## src/rtl/srod_pkg.sv

```systemverilog
package srod_pkg;
  localparam int FLD_W     = 4;
  localparam int NUM_CONST = (1 << FLD_W) - 4;
  localparam int LEN_W     = 3;
  localparam int SE_W      = 3;

  typedef enum logic [1:0] {
    CLS_LOCAL = 2'd0,
    CLS_AUX   = 2'd1,
    CLS_CONST = 2'd2,
    CLS_STACK = 2'd3
  } opd_cls_e;

  typedef enum logic [1:0] {
    FMT_NONE  = 2'd0,
    FMT_QUICK = 2'd1,
    FMT_RR    = 2'd2
  } ifmt_e;

  localparam logic [3:0] RR_OP_HI    = 4'hC;
  localparam logic [4:0] QUICK_OP_HI = 5'b10000;
endpackage

```

## src/rtl/srod_fmt_dec.sv

```systemverilog
module srod_fmt_dec
  import srod_pkg::*;
(
  input  logic [7:0]       opcode,
  output logic [LEN_W-1:0] len,
  output ifmt_e            fmt
);
  logic unused_low;
  assign unused_low = ^opcode[2:0];

  always_comb begin
    unique case (opcode[7:5])
      3'b001:          len = LEN_W'(5);
      3'b100, 3'b101:  len = LEN_W'(2);
      3'b110, 3'b111:  len = LEN_W'(3);
      default:         len = LEN_W'(1);
    endcase
  end

  always_comb begin
    if (opcode[7:4] == RR_OP_HI)         fmt = FMT_RR;
    else if (opcode[7:3] == QUICK_OP_HI) fmt = FMT_QUICK;
    else                                 fmt = FMT_NONE;
  end
endmodule

```

## src/rtl/srod_opd_field.sv

```systemverilog
module srod_opd_field
  import srod_pkg::*;
#(
  parameter int SP_W    = 7,
  parameter bit IS_DEST = 1'b0
) (
  input  logic              opt,
  input  logic              aux,
  input  logic [FLD_W-1:0]  sel,
  input  logic [SP_W-1:0]   sp,
  input  logic [SP_W-1:0]   lb,
  output opd_cls_e          cls,
  output logic [SP_W-1:0]   idx,
  output logic signed [1:0] eff
);
  localparam logic [SP_W-1:0] ONE = SP_W'(1);

  logic [SP_W-1:0]   slot_idx;
  logic signed [1:0] slot_eff;

  // Stack-slot codes differ between destination and source fields
  generate
    if (IS_DEST) begin : g_dest
      always_comb begin
        unique case (sel[1:0])
          2'd0:    begin slot_idx = sp;       slot_eff = 2'sd0; end
          2'd1:    begin slot_idx = sp - ONE; slot_eff = 2'sd0; end
          default: begin slot_idx = sp + ONE; slot_eff = 2'sd1; end
        endcase
      end
    end else begin : g_src
      always_comb begin
        unique case (sel[1:0])
          2'd0:    begin slot_idx = sp;       slot_eff = 2'sd0;  end
          2'd1:    begin slot_idx = sp - ONE; slot_eff = 2'sd0;  end
          2'd2:    begin slot_idx = sp;       slot_eff = -2'sd1; end
          default: begin slot_idx = sp - ONE; slot_eff = -2'sd1; end
        endcase
      end
    end
  endgenerate

  always_comb begin
    eff = 2'sd0;
    if (!opt) begin
      if (aux) begin
        cls = CLS_AUX;
        idx = SP_W'(sel);
      end else begin
        cls = CLS_LOCAL;
        idx = lb + SP_W'(sel);
      end
    end else if (sel < FLD_W'(NUM_CONST)) begin
      cls = CLS_CONST;
      idx = SP_W'(sel);
    end else begin
      cls = CLS_STACK;
      idx = slot_idx;
      eff = slot_eff;
    end
  end
endmodule

```

## src/rtl/srod_out_stage.sv

```systemverilog
module srod_out_stage #(
  parameter int W = 8
) (
  input  logic         clk,
  input  logic         rst_n,
  input  logic         in_valid,
  output logic         in_ready,
  input  logic [W-1:0] in_data,
  output logic         out_valid,
  input  logic         out_ready,
  output logic [W-1:0] out_data
);
  assign in_ready = !out_valid || out_ready;

  always_ff @(posedge clk) begin
    if (!rst_n) begin
      out_valid <= 1'b0;
      out_data  <= '0;
    end else if (in_ready) begin
      out_valid <= in_valid;
      if (in_valid) out_data <= in_data;
    end
  end

  // a stalled result holds still
  a_r11_hold_stable: assert property (@(posedge clk) disable iff (!rst_n)
    out_valid && !out_ready |=> out_valid && $stable(out_data));

  // an accepted instruction appears on the next cycle
  a_r11_accept_next: assert property (@(posedge clk) disable iff (!rst_n)
    in_valid && in_ready |=> out_valid);
endmodule

```

## src/rtl/srod_top.sv

```systemverilog
module srod_top
  import srod_pkg::*;
#(
  parameter int SP_W = 7
) (
  input  logic             clk,
  input  logic             rst_n,
  input  logic             in_valid,
  output logic             in_ready,
  input  logic [7:0]       in_opcode,
  input  logic [7:0]       in_byte1,
  input  logic [7:0]       in_byte2,
  input  logic [SP_W-1:0]  in_sp,
  input  logic [SP_W-1:0]  in_lb,
  output logic             out_valid,
  input  logic             out_ready,
  output logic [LEN_W-1:0] out_len,
  output logic [1:0]       out_fmt,
  output logic [1:0]       out_a_cls,
  output logic [SP_W-1:0]  out_a_idx,
  output logic [1:0]       out_b_cls,
  output logic [SP_W-1:0]  out_b_idx,
  output logic [1:0]       out_c_cls,
  output logic [SP_W-1:0]  out_c_idx,
  output logic [SE_W-1:0]  out_se,
  output logic [SP_W-1:0]  out_sp
);
  localparam int OPD_W = 2 + SP_W;
  localparam int RES_W = LEN_W + 2 + 3 * OPD_W + SE_W + SP_W;

  logic [LEN_W-1:0] len;
  ifmt_e            fmt;

  srod_fmt_dec u_fmt (.opcode(in_opcode), .len(len), .fmt(fmt));

  // Byte 1: [7] A opt, [6] C opt, [5] B opt, [4] aux, [3:0] B field
  // Byte 2: [7:4] C field, [3:0] A field
  opd_cls_e          a_cls_f, b_cls_f, c_cls_f;
  logic [SP_W-1:0]   a_idx_f, b_idx_f, c_idx_f;
  logic signed [1:0] a_eff_f, b_eff_f, c_eff_f;

  srod_opd_field #(.SP_W(SP_W), .IS_DEST(1'b0)) u_fld_a (
    .opt(in_byte1[7]), .aux(in_byte1[4]), .sel(in_byte2[3:0]),
    .sp(in_sp), .lb(in_lb), .cls(a_cls_f), .idx(a_idx_f), .eff(a_eff_f));

  srod_opd_field #(.SP_W(SP_W), .IS_DEST(1'b0)) u_fld_b (
    .opt(in_byte1[5]), .aux(in_byte1[4]), .sel(in_byte1[3:0]),
    .sp(in_sp), .lb(in_lb), .cls(b_cls_f), .idx(b_idx_f), .eff(b_eff_f));

  srod_opd_field #(.SP_W(SP_W), .IS_DEST(1'b1)) u_fld_c (
    .opt(in_byte1[6]), .aux(in_byte1[4]), .sel(in_byte2[7:4]),
    .sp(in_sp), .lb(in_lb), .cls(c_cls_f), .idx(c_idx_f), .eff(c_eff_f));

  opd_cls_e          a_cls, b_cls, c_cls;
  logic [SP_W-1:0]   a_idx, b_idx, c_idx;
  logic signed [1:0] a_eff, b_eff, c_eff;

  always_comb begin
    a_cls = CLS_LOCAL; a_idx = '0; a_eff = 2'sd0;
    b_cls = CLS_LOCAL; b_idx = '0; b_eff = 2'sd0;
    c_cls = CLS_LOCAL; c_idx = '0; c_eff = 2'sd0;
    unique case (fmt)
      FMT_RR: begin
        a_cls = a_cls_f; a_idx = a_idx_f; a_eff = a_eff_f;
        b_cls = b_cls_f; b_idx = b_idx_f; b_eff = b_eff_f;
        c_cls = c_cls_f; c_idx = c_idx_f; c_eff = c_eff_f;
      end
      FMT_QUICK: begin
        a_cls = CLS_STACK; a_idx = in_sp;
        b_cls = b_cls_f;   b_idx = b_idx_f; b_eff = b_eff_f;
        c_cls = CLS_STACK; c_idx = in_sp;
      end
      default: ;
    endcase
  end

  logic [SE_W-1:0] se;
  logic [SP_W-1:0] sp_next;

  assign se = {a_eff[1], a_eff} + {b_eff[1], b_eff} + {c_eff[1], c_eff};
  assign sp_next = in_sp + {{(SP_W - SE_W){se[SE_W-1]}}, se};

  logic [RES_W-1:0] res_in, res_out;

  assign res_in = {len, fmt, a_cls, a_idx, b_cls, b_idx, c_cls, c_idx, se, sp_next};

  srod_out_stage #(.W(RES_W)) u_stage (
    .clk(clk), .rst_n(rst_n),
    .in_valid(in_valid), .in_ready(in_ready), .in_data(res_in),
    .out_valid(out_valid), .out_ready(out_ready), .out_data(res_out));

  assign {out_len, out_fmt, out_a_cls, out_a_idx, out_b_cls, out_b_idx,
          out_c_cls, out_c_idx, out_se, out_sp} = res_out;

  // net effect never leaves -2..+1
  a_r7_effect_range: assert property (@(posedge clk) disable iff (!rst_n)
    out_valid |-> (out_se != 3'd2) && (out_se != 3'd3));

  // quick format keeps A and C on the same slot with no push
  a_r8_quick_slots: assert property (@(posedge clk) disable iff (!rst_n)
    out_valid && out_fmt == FMT_QUICK |->
      out_a_cls == CLS_STACK && out_c_cls == CLS_STACK &&
      out_a_idx == out_c_idx && out_se != 3'd1);

  // opcodes without register operands leave the stack alone
  a_r9_none_quiet: assert property (@(posedge clk) disable iff (!rst_n)
    out_valid && out_fmt == FMT_NONE |->
      out_se == '0 && out_a_idx == '0 && out_b_idx == '0 && out_c_idx == '0);

  // operand-carrying formats have their fixed lengths
  a_r1_len_by_fmt: assert property (@(posedge clk) disable iff (!rst_n)
    out_valid && out_fmt != FMT_NONE |->
      out_len == ((out_fmt == FMT_RR) ? LEN_W'(3) : LEN_W'(2)));
endmodule

```

## config.mk

```make
export PLATFORM = sky130hd
export DESIGN_NAME = srod_top
export DESIGN_NICKNAME = d
export VERILOG_FILES = /design/src/rtl/srod_pkg.sv /design/src/rtl/srod_fmt_dec.sv /design/src/rtl/srod_opd_field.sv /design/src/rtl/srod_out_stage.sv /design/src/rtl/srod_top.sv
export SDC_FILE = /design/constraint.sdc
export NUM_CORES = 1
export LEC_CHECK = 0
export CORE_MARGIN = 4
export CORE_UTILIZATION = 50
export DETAILED_ROUTE_END_ITERATION = 12
export GPL_ROUTABILITY_DRIVEN = 0
export PLACE_DENSITY = 0.82
export SLEW_MARGIN = 25
export SYNTH_ARGS = -nofsm -noshare
export SYNTH_HDL_FRONTEND = slang
export SYNTH_SLANG_ARGS = --single-unit
```

## constraint.sdc

```tcl
create_clock -name clk -period 4.7 [get_ports clk]
set_input_delay 0.94 -clock clk [delete_from_list [all_inputs] [get_ports clk]]
set_output_delay 0.94 -clock clk [all_outputs]
set_load 0.03 [all_outputs]
```

After elaboration in Yosys (flattened, before gate mapping)

Cells that the tools add are included.

Input bits: 42
Word-level logic and storage cells: 81
Output and inout port bits: 44
Register bits after elaboration: 43

$lt $le $gt $ge: 3
Reductions and logical operators: 14
Add/subtract/negate cells: 8
Eq/ne operators: 14
Multiplexer cells: 40

Operators with widths:

| kind                  | number |
|---|---|
| $mux W7               | 12 |
| $pmux W7 S2           | 3 |
| $mux W2               | 15 |
| $add A7 B4 Y7         | 3 |
| $reduce_or A2 Y1      | 8 |
| $eq A3 B3 Y1 const B  | 4 |
| $lt A4 B4 Y1 const B  | 3 |
| $pmux W3 S3           | 1 |
| $eq A2 B1 Y1 const B  | 4 |
| $pmux W2 S2           | 2 |
| $add A7 B1 Y7 const B | 1 |
| $add A7 B7 Y7         | 1 |
| $mux W1               | 7 |
| $sub A7 B1 Y7 const B | 1 |
| $eq A2 B2 Y1 const B  | 3 |
| $logic_not A2 Y1      | 3 |
| $eq A5 B5 Y1 const B  | 1 |
| $eq A4 B4 Y1 const B  | 1 |
| $add A2 B2 Y3         | 1 |
| $add A3 B3 Y3         | 1 |
| $eq A3 B1 Y1 const B  | 1 |
| $reduce_and A2 Y1     | 1 |
| $logic_not A1 Y1      | 1 |
| $logic_or A1 B1 Y1    | 1 |

Longest topological paths before layout

Word-level depth: 9
Gate-level depth with buffers: 13
Gate-level depth less buffers: 12

Modules after synthesis

From an unflattened synthesis, not the netlist that was laid out.

Cells, all modules: 511
Area total of the unflattened synthesis: 3975.1 µm²

Modules (own cells, without submodules):

| module                   | times used | area an instance (µm²) | cells an instance | seq. area each (µm²) |
|---|---|---|---|---|
| srod_out_stage           | 1          | 1760.4                 | 187               | 860.8 |
| srod_top                 | 1          | 656.9                  | 104               | 0.0 |
| srod_opd_field (u_fld_c) | 1          | 548.0                  | 79                | 0.0 |
| srod_opd_field (u_fld_a) | 1          | 481.7                  | 67                | 0.0 |
| srod_opd_field (u_fld_b) | 1          | 479.2                  | 68                | 0.0 |
| srod_fmt_dec             | 1          | 48.8                   | 6                 | 0.0 |

Least setup slack after synthesis

No wires, ideal clock.

Path type: input -> register
Start: in in_opcode[4]
End: reg u_stage.out_data[6]
Library setup time: 122 ps
Arrival time: 3874 ps
Required time: 4578 ps
Buffers on the path: 1
Slack: 703 ps
Cell stages on the path: 13
Cells stage by stage: or3b_4 > nor2_1 > buf_2 > nand3_1 > fa_1 > inv_1 > ha_1 > fa_1 > a211oi_1 > o21bai_1 > a21oi_1 > nor2_1 > a311o_1

Longest elaborated chain between the ends: 9
Elaborated cells between the ends (all ways): 13
Classes of those cells: add/sub (3); eq/ne (4); mux (5); reduce/logical (1)

RTL lines:

| item                                         | RTL line             | source |
|---|---|---|
| start: declaration                           | srod_top.sv:10       | `input logic [7:0] in_opcode,` |
| $eq A5 B5 Y1                                 | srod_fmt_dec.sv:22   | `else if (opcode[7:3] == QUICK_OP_HI) fmt = FMT_QUICK;` |
| $mux W1                                      | srod_fmt_dec.sv:22   |  |
| $mux W2 *                                    | srod_fmt_dec.sv:21   | `if (opcode[7:4] == RR_OP_HI) fmt = FMT_RR;` |
| $eq A2 B2 Y1 or $eq A2 B1 Y1 (tied branches) | srod_top.sv:62       | `unique case (fmt)` |
| $reduce_or A2 Y1 (no line)                   | --                   |  |
| $mux W2                                      | srod_top.sv:62       |  |
| $add A2 B2 Y3                                | srod_top.sv:80       | `assign se = {a_eff[1], a_eff} + {b_eff[1], b_eff} + {c_eff[1], c_eff};` |
| $add A3 B3 Y3 *                              | srod_top.sv:80       |  |
| via se[0]                                    | srod_top.sv:77       | `logic [SE_W-1:0] se;` |
| $add A7 B7 Y7 *                              | srod_top.sv:81       | `assign sp_next = in_sp + {{(SP_W - SE_W){se[SE_W-1]}}, se};` |
| end signal: assignment                       | srod_out_stage.sv:21 | `if (in_valid) out_data <= in_data;` |
| end: declaration                             | srod_out_stage.sv:11 | `output logic [W-1:0] out_data` |

The timed path passes the listed nets; every way through them passes the cells marked *.
A chain may end at the register's enable or synchronous reset.

Worst setup path after layout

Start: in in_opcode[7]
End: reg u_stage.out_data[6]

The elaborated chain is that of the path after synthesis.

==> metrics.txt <==
# TYPE chip_impl_metric gauge
chip_impl_metric{name="port-buffer-count",unit=""} 82
chip_impl_metric{name="synthesis.nets",unit=""} 491
chip_impl_metric{name="die_outline_area",unit="sq um"} 7970
chip_impl_metric{name="worst_hold_margin",unit="ns"} 0.454
chip_impl_metric{name="synth-edff-count",unit=""} 0
chip_impl_metric{name="sequentialPowerShare",unit="%"} 39.3
chip_impl_metric{name="grt_pass1_vias",unit=""} 3211
chip_impl_metric{name="floorplan.rows",unit=""} 29
chip_impl_metric{name="cell_internal_pwr",unit="uW"} 663
chip_impl_metric{name="clock_power_share",unit="%"} 28.9
chip_impl_metric{name="crit_path_max_fanout",unit=""} 4
chip_impl_info{name="min-delay-path-class",value="reg -> reg"} 1
chip_impl_metric{name="route.vias.total",unit=""} 3506
chip_impl_metric{name="synth_top_area_share",unit="%"} 25.5
chip_impl_metric{name="groute.usage.overall",unit="%"} 23.8
chip_impl_metric{name="initial_core_util",unit="%"} 51.7
chip_impl_metric{name="switching_share",unit="%"} 31.9
chip_impl_metric{name="die-width",unit="microns"} 89.3
chip_impl_info{name="yosysMostFrequentCell",value="sky130_fd_sc_hd__a21oi_1"} 1
chip_impl_info{name="cts.root.buffer_cell",value="sky130_fd_sc_hd__clkbuf_8"} 1
chip_impl_metric{name="num_io_pins",unit=""} 86
chip_impl_metric{name="violation_count_after_the_first_detailed_routing_iteration",unit=""} 346
chip_impl_metric{name="dp_hpwl",unit="mm"} 7.21
chip_impl_metric{name="antenna_cells",unit=""} 0
chip_impl_metric{name="grt_start_max_net_pins",unit=""} 44
chip_impl_info{name="hold_path_end",value="u_stage.out_data[27]$_SDFFE_PN0P_"} 1
chip_impl_metric{name="tightestPinTransition",unit="ns"} 0.924
chip_impl_metric{name="total_standard_cell_area_after_synthesis",unit="sq um"} 3300
chip_impl_metric{name="timing_max_transition_violations_final",unit=""} 0
chip_impl_metric{name="maxClockFrequency",unit="MHz"} 230
chip_impl_metric{name="clock_latency",unit="ns"} 0.29
chip_impl_metric{name="design.core.area",unit="sq um"} 6390
chip_impl_metric{name="yosys_warnings",unit=""} 0
chip_impl_metric{name="cts_post_setup_buffers_inserted",unit=""} 0
chip_impl_metric{name="clk_pin_slew_worst_paths",unit="ns"} 0.08
chip_impl_metric{name="finalWirelength",unit="mm"} 9.43
chip_impl_metric{name="synth-seq-cells",unit=""} 42
chip_impl_metric{name="clock-sinks",unit=""} 42
chip_impl_metric{name="number_of_antenna_violations_at_the_first_check_in_global_routing",unit=""} 0
chip_impl_info{name="outcome",value="finished clean"} 1
chip_impl_metric{name="cap_viol_max_count",unit=""} 0
chip_impl_metric{name="drt-wirelength-per-cell",unit="microns"} 16.6
chip_impl_metric{name="cts_inserted_buffers",unit=""} 5
chip_impl_metric{name="resize_count_post_cts",unit=""} 0
chip_impl_metric{name="layout_cells_sized_above_1",unit="%"} 7.32
chip_impl_info{name="timing.rr.end",value="u_stage.out_data[34]$_SDFFE_PN0P_"} 1
chip_impl_metric{name="whs_path_depth",unit=""} 2
chip_impl_metric{name="detail_route.vias_per_cell",unit=""} 6.16
chip_impl_info{name="endpoint_kind",value="register"} 1
chip_impl_metric{name="post_cts_hold_buffer_count",unit=""} 0
chip_impl_metric{name="synthArstFlopShare",unit="%"} 0
chip_impl_metric{name="slack_of_the_worst_reg_to_reg_path",unit="ns"} 3.09
chip_impl_metric{name="htreeDepth",unit=""} 2
chip_impl_metric{name="final_hold_viol_count",unit=""} 0
chip_impl_info{name="holdCritStartpoint",value="u_stage.out_data[27]$_SDFFE_PN0P_"} 1
chip_impl_metric{name="grt_remaining_overflow",unit=""} 0
chip_impl_metric{name="synth.avg_cell_area",unit="sq um"} 7.82
chip_impl_info{name="rsz0062_at_grt",value="no"} 1
chip_impl_metric{name="clockBufferDepth",unit=""} 2
chip_impl_metric{name="min_period_over_period",unit="%"} 92.4
chip_impl_info{name="regToRegStartpoint",value="u_stage.out_valid$_SDFFE_PN0N_"} 1
chip_impl_metric{name="leakagePower",unit="uW"} 0.00160
chip_impl_metric{name="drtPass1Iterations",unit=""} 5
chip_impl_info{name="synth-main-ff-cell",value="sky130_fd_sc_hd__dfxtp_1"} 1
chip_impl_metric{name="final-setup-viol-count",unit=""} 0
chip_impl_metric{name="power.density",unit="nW/um^2"} 228
chip_impl_info{name="start_kind",value="primary input"} 1
chip_impl_metric{name="critPathArrivalTime",unit="ns"} 4.53
chip_impl_metric{name="critical_path_required",unit="ns"} 4.88
chip_impl_metric{name="power_switching",unit="uW"} 311
chip_impl_info{name="netlist_top_cells_count",value="sky130_fd_sc_hd__a21oi_1, sky130_fd_sc_hd__dfxtp_1, sky130_fd_sc_hd__nand2_1"} 1
chip_impl_metric{name="ir_worst_vdd",unit="mV"} 0.227
chip_impl_metric{name="pwr-share-comb",unit="%"} 31.8
chip_impl_metric{name="drcViolationCount",unit=""} 0
chip_impl_metric{name="grt_first_pass_wirelength",unit="mm"} 15.0
chip_impl_metric{name="maxSlewHeadroom",unit="%"} 38.2
chip_impl_info{name="timing_worst_setup_path_type",value="in -> reg"} 1
chip_impl_metric{name="die_y",unit="microns"} 89.3
chip_impl_metric{name="synth-seq-area-share",unit="%"} 25.5
chip_impl_metric{name="syn_inst",unit=""} 422
chip_impl_metric{name="timing.setup.tns",unit="ns"} 0
chip_impl_metric{name="syn_to_final_growth",unit="%"} 29.5
chip_impl_metric{name="reg2reg_depth",unit=""} 5
chip_impl_metric{name="detail-route-antenna-nets",unit=""} 0
chip_impl_info{name="yosys.area.top_type",value="sky130_fd_sc_hd__dfxtp_1"} 1
chip_impl_info{name="tritoncts",value="built"} 1
chip_impl_metric{name="num-nets-final",unit=""} 560
chip_impl_metric{name="min_period",unit="ns"} 4.34
chip_impl_metric{name="worst_clock_skew",unit="ns"} 0.00334
chip_impl_info{name="synth.top_cells.by_area",value="sky130_fd_sc_hd__dfxtp_1, sky130_fd_sc_hd__a21oi_1, sky130_fd_sc_hd__ha_1"} 1
chip_impl_metric{name="yosysUniqueCellTypes",unit=""} 63
==> registers in the layout, summed over array words and instances, names as in the netlist <==
name,count
u_stage.out_data,41
u_stage.out_valid,1
==> worst max-delay path by stage <==
stage                  from                          endpoint  slack [ns]  cells past startpoint
4_1_cts        in_opcode[7]  u_stage.out_data[6]$_SDFFE_PN0P_        0.39                     13
3_3_place_gp   in_opcode[7]  u_stage.out_data[6]$_SDFFE_PN0P_        0.20                     13
6_report       in_opcode[7]  u_stage.out_data[6]$_SDFFE_PN0P_        0.36                     13
5_1_grt        in_opcode[7]  u_stage.out_data[6]$_SDFFE_PN0P_        0.23                     13
3_5_place_dp   in_opcode[7]  u_stage.out_data[6]$_SDFFE_PN0P_        0.09                     13
2_1_floorplan  in_opcode[4]  u_stage.out_data[6]$_SDFFE_PN0P_        0.70                     13
==> cells in the final DEF, fill, tap and decap left out, types with 3 or more instances in the layout <==
master and n:
sky130_fd_sc_hd__o221ai_1 5, sky130_fd_sc_hd__clkbuf_8 5, sky130_fd_sc_hd__a31oi_1 7, sky130_fd_sc_hd__nand2_1 37
sky130_fd_sc_hd__inv_1 12, sky130_fd_sc_hd__dfxtp_1 42, sky130_fd_sc_hd__ha_1 21, sky130_fd_sc_hd__nor3_1 7
sky130_fd_sc_hd__a21oi_1 53, sky130_fd_sc_hd__o21ai_0 28, sky130_fd_sc_hd__o22ai_1 3, sky130_fd_sc_hd__a211oi_1 8
sky130_fd_sc_hd__a311o_1 3, sky130_fd_sc_hd__nor2b_1 5, sky130_fd_sc_hd__fa_1 6, sky130_fd_sc_hd__a21o_1 7
sky130_fd_sc_hd__buf_4 10, sky130_fd_sc_hd__clkdlybuf4s50_1 82, sky130_fd_sc_hd__xnor2_1 15, sky130_fd_sc_hd__o2111ai_1 3
sky130_fd_sc_hd__or2_2 3, sky130_fd_sc_hd__and3_1 8, sky130_fd_sc_hd__o211ai_1 6, sky130_fd_sc_hd__xor2_1 11
sky130_fd_sc_hd__nor2_1 21, sky130_fd_sc_hd__nand3_1 32
==> cell families (layout without fill, tap and decap cells) <==
kind of cell             count (synthesis)  in the layout  share of synthesized area, %
AO/OA/AOI/OAI                          145            145                          28.2
XOR/XNOR                                26             26                          6.90
adder cells (fa/ha/maj)                 27             27                          11.6
buffers and inverters                   44            114                          5.50
flip-flops                              42             42                          25.5
multiplexers                             3              3                         0.948
AND/OR/NAND/NOR                        135            135                          21.4
==> routing by layer <==
| layer | global-route usage, % | vias to the layer above | part of all wire (%) |
|---|---|---|---|
| li1 | - | 1678 | - |
| met4 | 11.0 | 0 | 3.4 |
| met1 | 31.7 | 1650 | 42 |
| met3 | 3.96 | 29 | 6.6 |
| met2 | 37.9 | 149 | 48 |
| met5 | 0 | - | 0 |
==> power groups by stage <==
stage	registers (uW)	clock network [uW]	logic, uW
floorplan	425	0	152
global placement	390	0	301
detailed placement	391	0	306
CTS	383	286	308
global route	384	301	336
finish	382	281	309
==> cell type report <==
| class | count | area (sq um) |
|---|---|---|
| repair buffers | 92 | 896 |
| clock inverters | 1 | 30.0 |
| multi-input cells | 336 | 2280 |
| clock buffers | 7 | 76.3 |
| well taps | 77 | 96.3 |
| inverters | 14 | 52.6 |
| fillers | 532 | 2110 |
| flip-flops and latches | 42 | 841 |
==> through the flow <==
stage | cell area, sq um | std cells | util [%] | total power (uW) | worst slack (ns)
global placement | 4160 | 561 | 65.2 | 691 | 0.202
detailed placement | 4160 | 561 | 65.2 | 697 | 0.0870
CTS | 4270 | 569 | 66.9 | 976 | 0.388
finish | 4270 | 569 | 66.9 | 973 | 0.356
floorplan | 3300 | 422 | - | 577 | 0.704
global route | 4270 | 569 | 66.9 | 1020 | 0.232
==> critical path, stage by stage <==
cell and delay (ns):
sky130_fd_sc_hd__clkdlybuf4s50_1 0.53, sky130_fd_sc_hd__or3b_4 0.40, sky130_fd_sc_hd__nor2_1 0.26, sky130_fd_sc_hd__nand3_1 0.24
sky130_fd_sc_hd__fa_1 0.60, sky130_fd_sc_hd__inv_1 0.05, sky130_fd_sc_hd__ha_1 0.20, sky130_fd_sc_hd__fa_1 0.43
sky130_fd_sc_hd__a211oi_1 0.26, sky130_fd_sc_hd__o21bai_1 0.10, sky130_fd_sc_hd__a21oi_1 0.19, sky130_fd_sc_hd__nor2_1 0.07
sky130_fd_sc_hd__a311o_1 0.26
Power figures use the tool's default switching activity.
